$ cat src/rtl/hw_pkg.sv
package hw_pkg;
  typedef enum logic [1:0] {
    ST_RUN  = 2'd0,
    ST_HALT = 2'd1,
    ST_WAIT = 2'd2
  } hw_state_e;

  typedef enum logic [2:0] {
    DEC_NONE   = 3'd0,
    DEC_RESUME = 3'd1,
    DEC_IRQ    = 3'd2,
    DEC_WARM   = 3'd3,
    DEC_FULL   = 3'd4
  } hw_dec_e;
endpackage

$ cat src/rtl/hw_port_edge.sv
module hw_port_edge #(
  parameter int PORT_W = 8
) (
  input  logic              clk,
  input  logic              rst,
  input  logic [PORT_W-1:0] pin,
  input  logic [PORT_W-1:0] wake_en,
  output logic [PORT_W-1:0] fall
);
  logic [PORT_W-1:0] sync1_q, sync2_q, prev_q;

  always_ff @(posedge clk) begin
    if (rst) begin
      sync1_q <= '0;
      sync2_q <= '0;
      prev_q  <= '0;
    end else begin
      sync1_q <= pin;
      sync2_q <= sync1_q;
      prev_q  <= sync2_q;
    end
  end

  for (genvar i = 0; i < PORT_W; i++) begin : g_bit
    assign fall[i] = wake_en[i] & prev_q[i] & ~sync2_q[i];
  end

  // an edge is reported only once for a single transition
  p_single_edge_r5: assert property (@(posedge clk) disable iff (rst)
    (fall != '0) |=> ((fall & $past(fall)) == '0));
endmodule

$ cat src/rtl/hw_wake_arb.sv
module hw_wake_arb import hw_pkg::*; #(
  parameter int PORT_W  = 8,
  parameter int NUM_IRQ = 4
) (
  input  logic               ext_rst,
  input  logic               wdt_ovf,
  input  logic [NUM_IRQ-1:0] irq_req,
  input  logic [NUM_IRQ-1:0] irq_en,
  input  logic [NUM_IRQ-1:0] pend_mask,
  input  logic               stack_full,
  input  logic [PORT_W-1:0]  port_fall,
  output logic               wake,
  output hw_dec_e            dec
);
  logic [NUM_IRQ-1:0] fresh_irq;

  assign fresh_irq = irq_req & ~pend_mask;

  always_comb begin
    dec = DEC_NONE;
    if (ext_rst)                                      dec = DEC_FULL;
    else if (wdt_ovf)                                 dec = DEC_WARM;
    else if (fresh_irq != '0) begin
      if (((fresh_irq & irq_en) != '0) && !stack_full) dec = DEC_IRQ;
      else                                            dec = DEC_RESUME;
    end
    else if (port_fall != '0)                         dec = DEC_RESUME;
  end

  assign wake = (dec != DEC_NONE);
endmodule

$ cat src/rtl/hw_delay_cnt.sv
module hw_delay_cnt #(
  parameter int LIMIT = 1024
) (
  input  logic clk,
  input  logic rst,
  input  logic run,
  output logic done
);
  localparam int CNT_W = (LIMIT > 1) ? $clog2(LIMIT) : 1;
  localparam logic [CNT_W-1:0] LAST = CNT_W'(LIMIT - 1);

  logic [CNT_W-1:0] cnt_q;

  always_ff @(posedge clk) begin
    if (rst || !run || done) cnt_q <= '0;
    else                     cnt_q <= cnt_q + 1'b1;
  end

  assign done = run && (cnt_q == LAST);

  // count never passes the last step of the delay
  p_cnt_bound_r6: assert property (@(posedge clk) disable iff (rst)
    cnt_q <= LAST);
  // counting restarts from zero each time the delay is left
  p_cnt_restart_r6: assert property (@(posedge clk) disable iff (rst)
    !run |=> cnt_q == '0);
endmodule

$ cat src/rtl/halt_wake_ctrl.sv
module halt_wake_ctrl import hw_pkg::*; #(
  parameter int PORT_W     = 8,
  parameter int NUM_IRQ    = 4,
  parameter int WAKE_DELAY = 1024
) (
  input  logic               clk,
  input  logic               rst,
  input  logic               ext_rst,
  input  logic               halt_req,
  input  logic               clr_wdt,
  input  logic               wdt_ovf,
  input  logic [PORT_W-1:0]  port_in,
  input  logic [PORT_W-1:0]  port_wake_en,
  input  logic [NUM_IRQ-1:0] irq_req,
  input  logic [NUM_IRQ-1:0] irq_en,
  input  logic               stack_full,
  output logic               osc_en,
  output logic               halted,
  output logic               busy,
  output logic               resume_next,
  output logic               take_irq,
  output logic               warm_rst,
  output logic               full_rst,
  output logic               pd_flag,
  output logic               to_flag
);
  hw_state_e          state_q;
  hw_dec_e            dec_q, wake_dec;
  logic [NUM_IRQ-1:0] pend_q;
  logic [PORT_W-1:0]  port_fall;
  logic               wake, delay_done;
  logic               osc_q, pd_q, to_q;
  logic               resume_q, take_q, warm_q, full_q;

  hw_port_edge #(.PORT_W(PORT_W)) u_edge (
    .clk(clk), .rst(rst), .pin(port_in), .wake_en(port_wake_en), .fall(port_fall)
  );

  hw_wake_arb #(.PORT_W(PORT_W), .NUM_IRQ(NUM_IRQ)) u_arb (
    .ext_rst(ext_rst), .wdt_ovf(wdt_ovf), .irq_req(irq_req), .irq_en(irq_en),
    .pend_mask(pend_q), .stack_full(stack_full), .port_fall(port_fall),
    .wake(wake), .dec(wake_dec)
  );

  hw_delay_cnt #(.LIMIT(WAKE_DELAY)) u_delay (
    .clk(clk), .rst(rst), .run(state_q == ST_WAIT), .done(delay_done)
  );

  always_ff @(posedge clk) begin
    if (rst) begin
      state_q  <= ST_RUN;
      dec_q    <= DEC_NONE;
      pend_q   <= '0;
      osc_q    <= 1'b1;
      pd_q     <= 1'b0;
      to_q     <= 1'b0;
      resume_q <= 1'b0;
      take_q   <= 1'b0;
      warm_q   <= 1'b0;
      full_q   <= 1'b0;
    end else begin
      resume_q <= 1'b0;
      take_q   <= 1'b0;
      warm_q   <= 1'b0;
      full_q   <= 1'b0;
      unique case (state_q)
        ST_RUN: begin
          if (ext_rst) begin
            full_q <= 1'b1;
            pd_q   <= 1'b0;
            to_q   <= 1'b0;
          end else if (wdt_ovf) begin
            full_q <= 1'b1;
            to_q   <= 1'b1;
          end else if (halt_req) begin
            state_q <= ST_HALT;
            osc_q   <= 1'b0;
            pd_q    <= 1'b1;
            to_q    <= 1'b0;
            pend_q  <= irq_req;
          end else if (clr_wdt) begin
            pd_q <= 1'b0;
            to_q <= 1'b0;
          end
        end
        ST_HALT: begin
          if (wake) begin
            state_q <= ST_WAIT;
            osc_q   <= 1'b1;
            dec_q   <= wake_dec;
            if (wake_dec == DEC_WARM) to_q <= 1'b1;
            if (wake_dec == DEC_FULL) begin
              pd_q <= 1'b0;
              to_q <= 1'b0;
            end
          end
        end
        ST_WAIT: begin
          if (delay_done) begin
            state_q <= ST_RUN;
            dec_q   <= DEC_NONE;
            unique case (dec_q)
              DEC_RESUME: resume_q <= 1'b1;
              DEC_IRQ:    take_q   <= 1'b1;
              DEC_WARM:   warm_q   <= 1'b1;
              DEC_FULL:   full_q   <= 1'b1;
              default:    ;
            endcase
          end
        end
        default: state_q <= ST_RUN;
      endcase
    end
  end

  assign osc_en      = osc_q;
  assign halted      = (state_q == ST_HALT);
  assign busy        = (state_q == ST_WAIT);
  assign pd_flag     = pd_q;
  assign to_flag     = to_q;
  assign resume_next = resume_q;
  assign take_irq    = take_q;
  assign warm_rst    = warm_q;
  assign full_rst    = full_q;

  // oscillator stays off for the whole halt
  p_halt_osc_off_r2: assert property (@(posedge clk) disable iff (rst)
    halted |-> !osc_en);
  // halt entry marks power-down and clears time-out
  p_halt_flags_r2: assert property (@(posedge clk) disable iff (rst)
    (!halted && !busy && halt_req && !ext_rst && !wdt_ovf) |=> (halted && pd_flag && !to_flag));
  // oscillator runs during the settling delay
  p_busy_osc_r6: assert property (@(posedge clk) disable iff (rst)
    busy |-> osc_en);
  // never more than one decision at a time
  p_one_decision_r12: assert property (@(posedge clk) disable iff (rst)
    $onehot0({resume_next, take_irq, warm_rst, full_rst}));
  // requests pending at entry cannot end the halt
  p_pending_no_wake_r9: assert property (@(posedge clk) disable iff (rst)
    (halted && !ext_rst && !wdt_ovf && ((irq_req & ~pend_q) == '0) && (port_fall == '0))
      |=> halted);
  // a warm reset decision always carries the time-out flag
  p_warm_to_r10: assert property (@(posedge clk) disable iff (rst)
    warm_rst |-> to_flag);
  // external reset while halted clears both flags
  p_ext_flags_r11: assert property (@(posedge clk) disable iff (rst)
    (halted && ext_rst) |=> (busy && !pd_flag && !to_flag));
endmodule

$ cat config.mk
export PLATFORM = sky130hd
export DESIGN_NAME = halt_wake_ctrl
export DESIGN_NICKNAME = d
export VERILOG_FILES = /design/src/rtl/hw_pkg.sv /design/src/rtl/hw_port_edge.sv /design/src/rtl/hw_wake_arb.sv /design/src/rtl/hw_delay_cnt.sv /design/src/rtl/halt_wake_ctrl.sv
export SDC_FILE = /design/constraint.sdc
export NUM_CORES = 1
export LEC_CHECK = 0
export BUFFER_PORTS_ARGS = -buffer_cell sky130_fd_sc_hd__buf_4
export CORE_AREA = 2 2 99 53
export CTS_CLUSTER_SIZE = 10
export DETAILED_ROUTE_END_ITERATION = 10
export DIE_AREA = 0 0 101 55
export HOLD_SLACK_MARGIN = 0.03
export PLACE_DENSITY = 0.67
export REMOVE_ABC_BUFFERS = 1
export SETUP_SLACK_MARGIN = 0.5
export SLEW_MARGIN = 20
export SYNTH_ARGS = -nofsm -noshare
export SYNTH_HDL_FRONTEND = slang
export SYNTH_HIERARCHICAL = 1
export SYNTH_SLANG_ARGS = --single-unit
$ cat constraint.sdc
create_clock -name clk -period 5.1 [get_ports clk]
set_clock_uncertainty 0.05 [all_clocks]
set_input_delay 0.765 -clock clk [delete_from_list [all_inputs] [get_ports clk]]
set_output_delay 0.765 -clock clk [all_outputs]
set_load 0.05 [all_outputs]
==> results.txt <==
outcome - finished clean
top cell type's share of synthesized area - 49.1%
hold path startpoint - u_edge/sync1_q[7]$_SDFF_PP0_
Critical Path AT - 2.81 ns
worst path bufs/invs - 1
final std cells w/o fill - 300
total track usage - 13.6%
first-pass GRT wire length - 5.66 mm
R2R Path End - dec_q[0]$_SDFFE_PP0P_
cells on worst reg2reg path - 7
total wire length - 3.56 mm
die width - 101 µm
DR WL/cell - 11.9 µm
Hold Path Class - reg -> reg
largest net degree at the start of global routing - 40
reg-to-reg slack, setup - 2.72 ns
Tcrit/Tclk final - 51.5%
worst r2r src - pend_q[0]$_SDFFE_PP0P_
GPL Wtd Cong - 0.824
Crit path depth - 8
sequential fraction of the synthesis area - 49.1%
RSZ-0062 raised after global routing - no
FP Rows - 18
CP delay by family, top - simple AND/OR/NAND/NOR gates
TritonCTS clock tree - yes
placed insts - 292
commonest cells in the netlist - dfxtp_1 (50), nor2_1 (17), nor2b_2 (14)
Die Ht - 55 µm
Post-CTS Setup Inserts - 0
Synth area leaders - dfxtp_1 (49%), nor2b_2 (6.0%), and3b_1 (3.9%), nor2b_1 (3.4%), nor2_1 (3.1%)
VDD IR-drop max - 0.000134 V
TritonRoute pass-1 iters - 4
Clock transition at path regs - 0.09 ns
leakage power - 0.00100 µW
Peak Freq - 0.381 GHz
most frequent cell after synthesis - dfxtp_1
Fin Setup TNS - 0 ns
CP max-delay cell - or4_1
Clock Tree Root - clkbuf_8
Reg area - 1000 µm²
Worst Path Max Fanout - 5
Antenna diodes - 0
worst hold endpoint - u_edge/sync2_q[7]$_SDFF_PP0_
final hold violations - 0
Residual DRC - 0
crit-path cells - buf_4 -> nor2b_4 -> or4_4 -> or4_1 -> and3b_2 -> a21oi_1 -> a22oi_1 -> nor2_1
clock buffer depth - 2
maxcap violations - 0
Multi-input gate area - 956 µm²
initial drt markers - 32
Distinct cells, synth - 50
DP HPWL - 2.60 mm
initial antenna violation count - 0
Syn Inst Count - 199
hold depth - 1
post-CTS sizing - 0
CTS buffer count - 5
Syn. warnings - 6
area delta synth->final - 20.0%
Antenna Nets Post-Route - 0
Post-synth EDFFs - 0
CP Class - in -> reg
CP Data Required Time - 5.29 ns
vias per cell - 4.83
Post-Synthesis Cell Area - 2040 µm²
core area - 4730 µm²
Pwr Density - 288 nW/µm²
Rel. slew slack - 55.7%
Top FF cell, synth - dfxtp_1
Critical Path Sink Type - flop
Worst-Skew Late Latency - 0.30 ns
Final Critical Period - 2.63 ns
Sink Count - 50
Final Slew Violations - 0
grt ovf - 0
Max stage delay on crit path - 0.57 ns
worst-margin pin slew - 0.659 ns
setup violators final - 0
Yosys reg bits - 50
layout net count - 271
DIE AREA - 5560 µm²
I/O pin count - 40
vias in the first global route - 1198
H-Tree Level Count - 2
share of cells above drive strength 1 - 30.4%
Initial Util - 43.1%
port buffer count - 39
CTS hold repair buffers - 0
post-synthesis async set-or-reset flop share - 0%
total number of vias - 1449
synthesized area per cell - 10.2 µm²
Yosys top cell by area - dfxtp_1
filler instances - 444
CP Launch Type - input port
layout by cell type, fill, tap and decap left out, drive strengths merged, types with 3 or more instances in the layout:
cell type / synthesis / layout
a21oi: 11 / 11
a22oi: 5 / 5
and2b: 5 / 5
and3b: 10 / 10
buf: 5 / 39
clkbuf: 1 / 5
dfxtp: 50 / 50
inv: 8 / 8
mux2i: 4 / 4
nand2: 7 / 7
nand3: 4 / 4
nor2: 18 / 18
nor2b: 27 / 27
nor3: 5 / 5
nor4: 4 / 4
o21ai: 4 / 4
or3: 3 / 3
or4: 3 / 3
report_power, final:
group,switching (µW),internal [µW]
Combinational,34.1,36.6
Clock,129,96.5
Sequential,5.81,402
Total,169,535
stage by stage:
stage               area (µm²)  power, µW  hold WS, ns  utilization (%)  worst slack, ns
floorplan                 1990        453        0.361                -             2.46
finish                    2440        704        0.393             51.7             2.47
CTS                       2440        712        0.394             51.7             2.50
detailed placement        2350        487        0.372             49.8             2.19
global placement          2350        487        0.367             49.8             2.25
global route              2440        741        0.403             51.7             2.37
registers in the layout, summed over array words and instances, names as in the netlist:
register        flops
u_delay/cnt_q      10
pd_flag             1
u_edge/sync1_q      8
state_q             2
u_edge/sync2_q      8
take_irq            1
osc_en              1
to_flag             1
dec_q               3
resume_next         1
full_rst            1
warm_rst            1
u_edge/prev_q       8
pend_q              4
final cells by class:
class | count | share of cell area, %
clock inverter | 3 | 0.870
timing repair buffer | 39 | 12.0
sequential | 50 | 40.9
inverter | 8 | 1.23
clock buffer | 5 | 2.81
tap | 60 | 3.07
multi-input combinational | 135 | 39.1
metal layers:
metal  wire [µm]  part of all wire [%]  global-route usage (%)
met1        1960                    55                    20.7
met2        1350                    38                    17.8
met3         237                   6.7                    4.52
met4           8                  0.22                    3.38
met5           0                     0                       0
worst register-to-register path, stage by stage (launching register included):
cell	delay [ns]
dfxtp_1	0.40
nor2b_4	0.06
or4_4	0.53
or4_1	0.57
and3b_2	0.28
a21oi_1	0.23
a22oi_1	0.10
nor2_1	0.10
how the worst max path moves through the flow:
stage | from | endpoint
5_1_grt | irq_req[0] | dec_q[0]$_SDFFE_PP0P_
2_1_floorplan | irq_req[0] | dec_q[0]$_SDFFE_PP0P_
4_1_cts | irq_req[0] | dec_q[2]$_SDFFE_PP0P_
6_report | irq_req[0] | dec_q[0]$_SDFFE_PP0P_
3_3_place_gp | irq_req[0] | dec_q[0]$_SDFFE_PP0P_
3_5_place_dp | irq_req[0] | dec_q[2]$_SDFFE_PP0P_
cell families after synthesis:
group	Yosys count	share of synthesized area [%]
buf+inv	14	3.93
compound gates	30	9.52
simple gates	96	33.0
flops	50	49.1
fa+ha+maj	1	0.614
xor+xnor	3	1.29
mux	5	2.52
No activity file was read; power rests on OpenSTA's default activity.
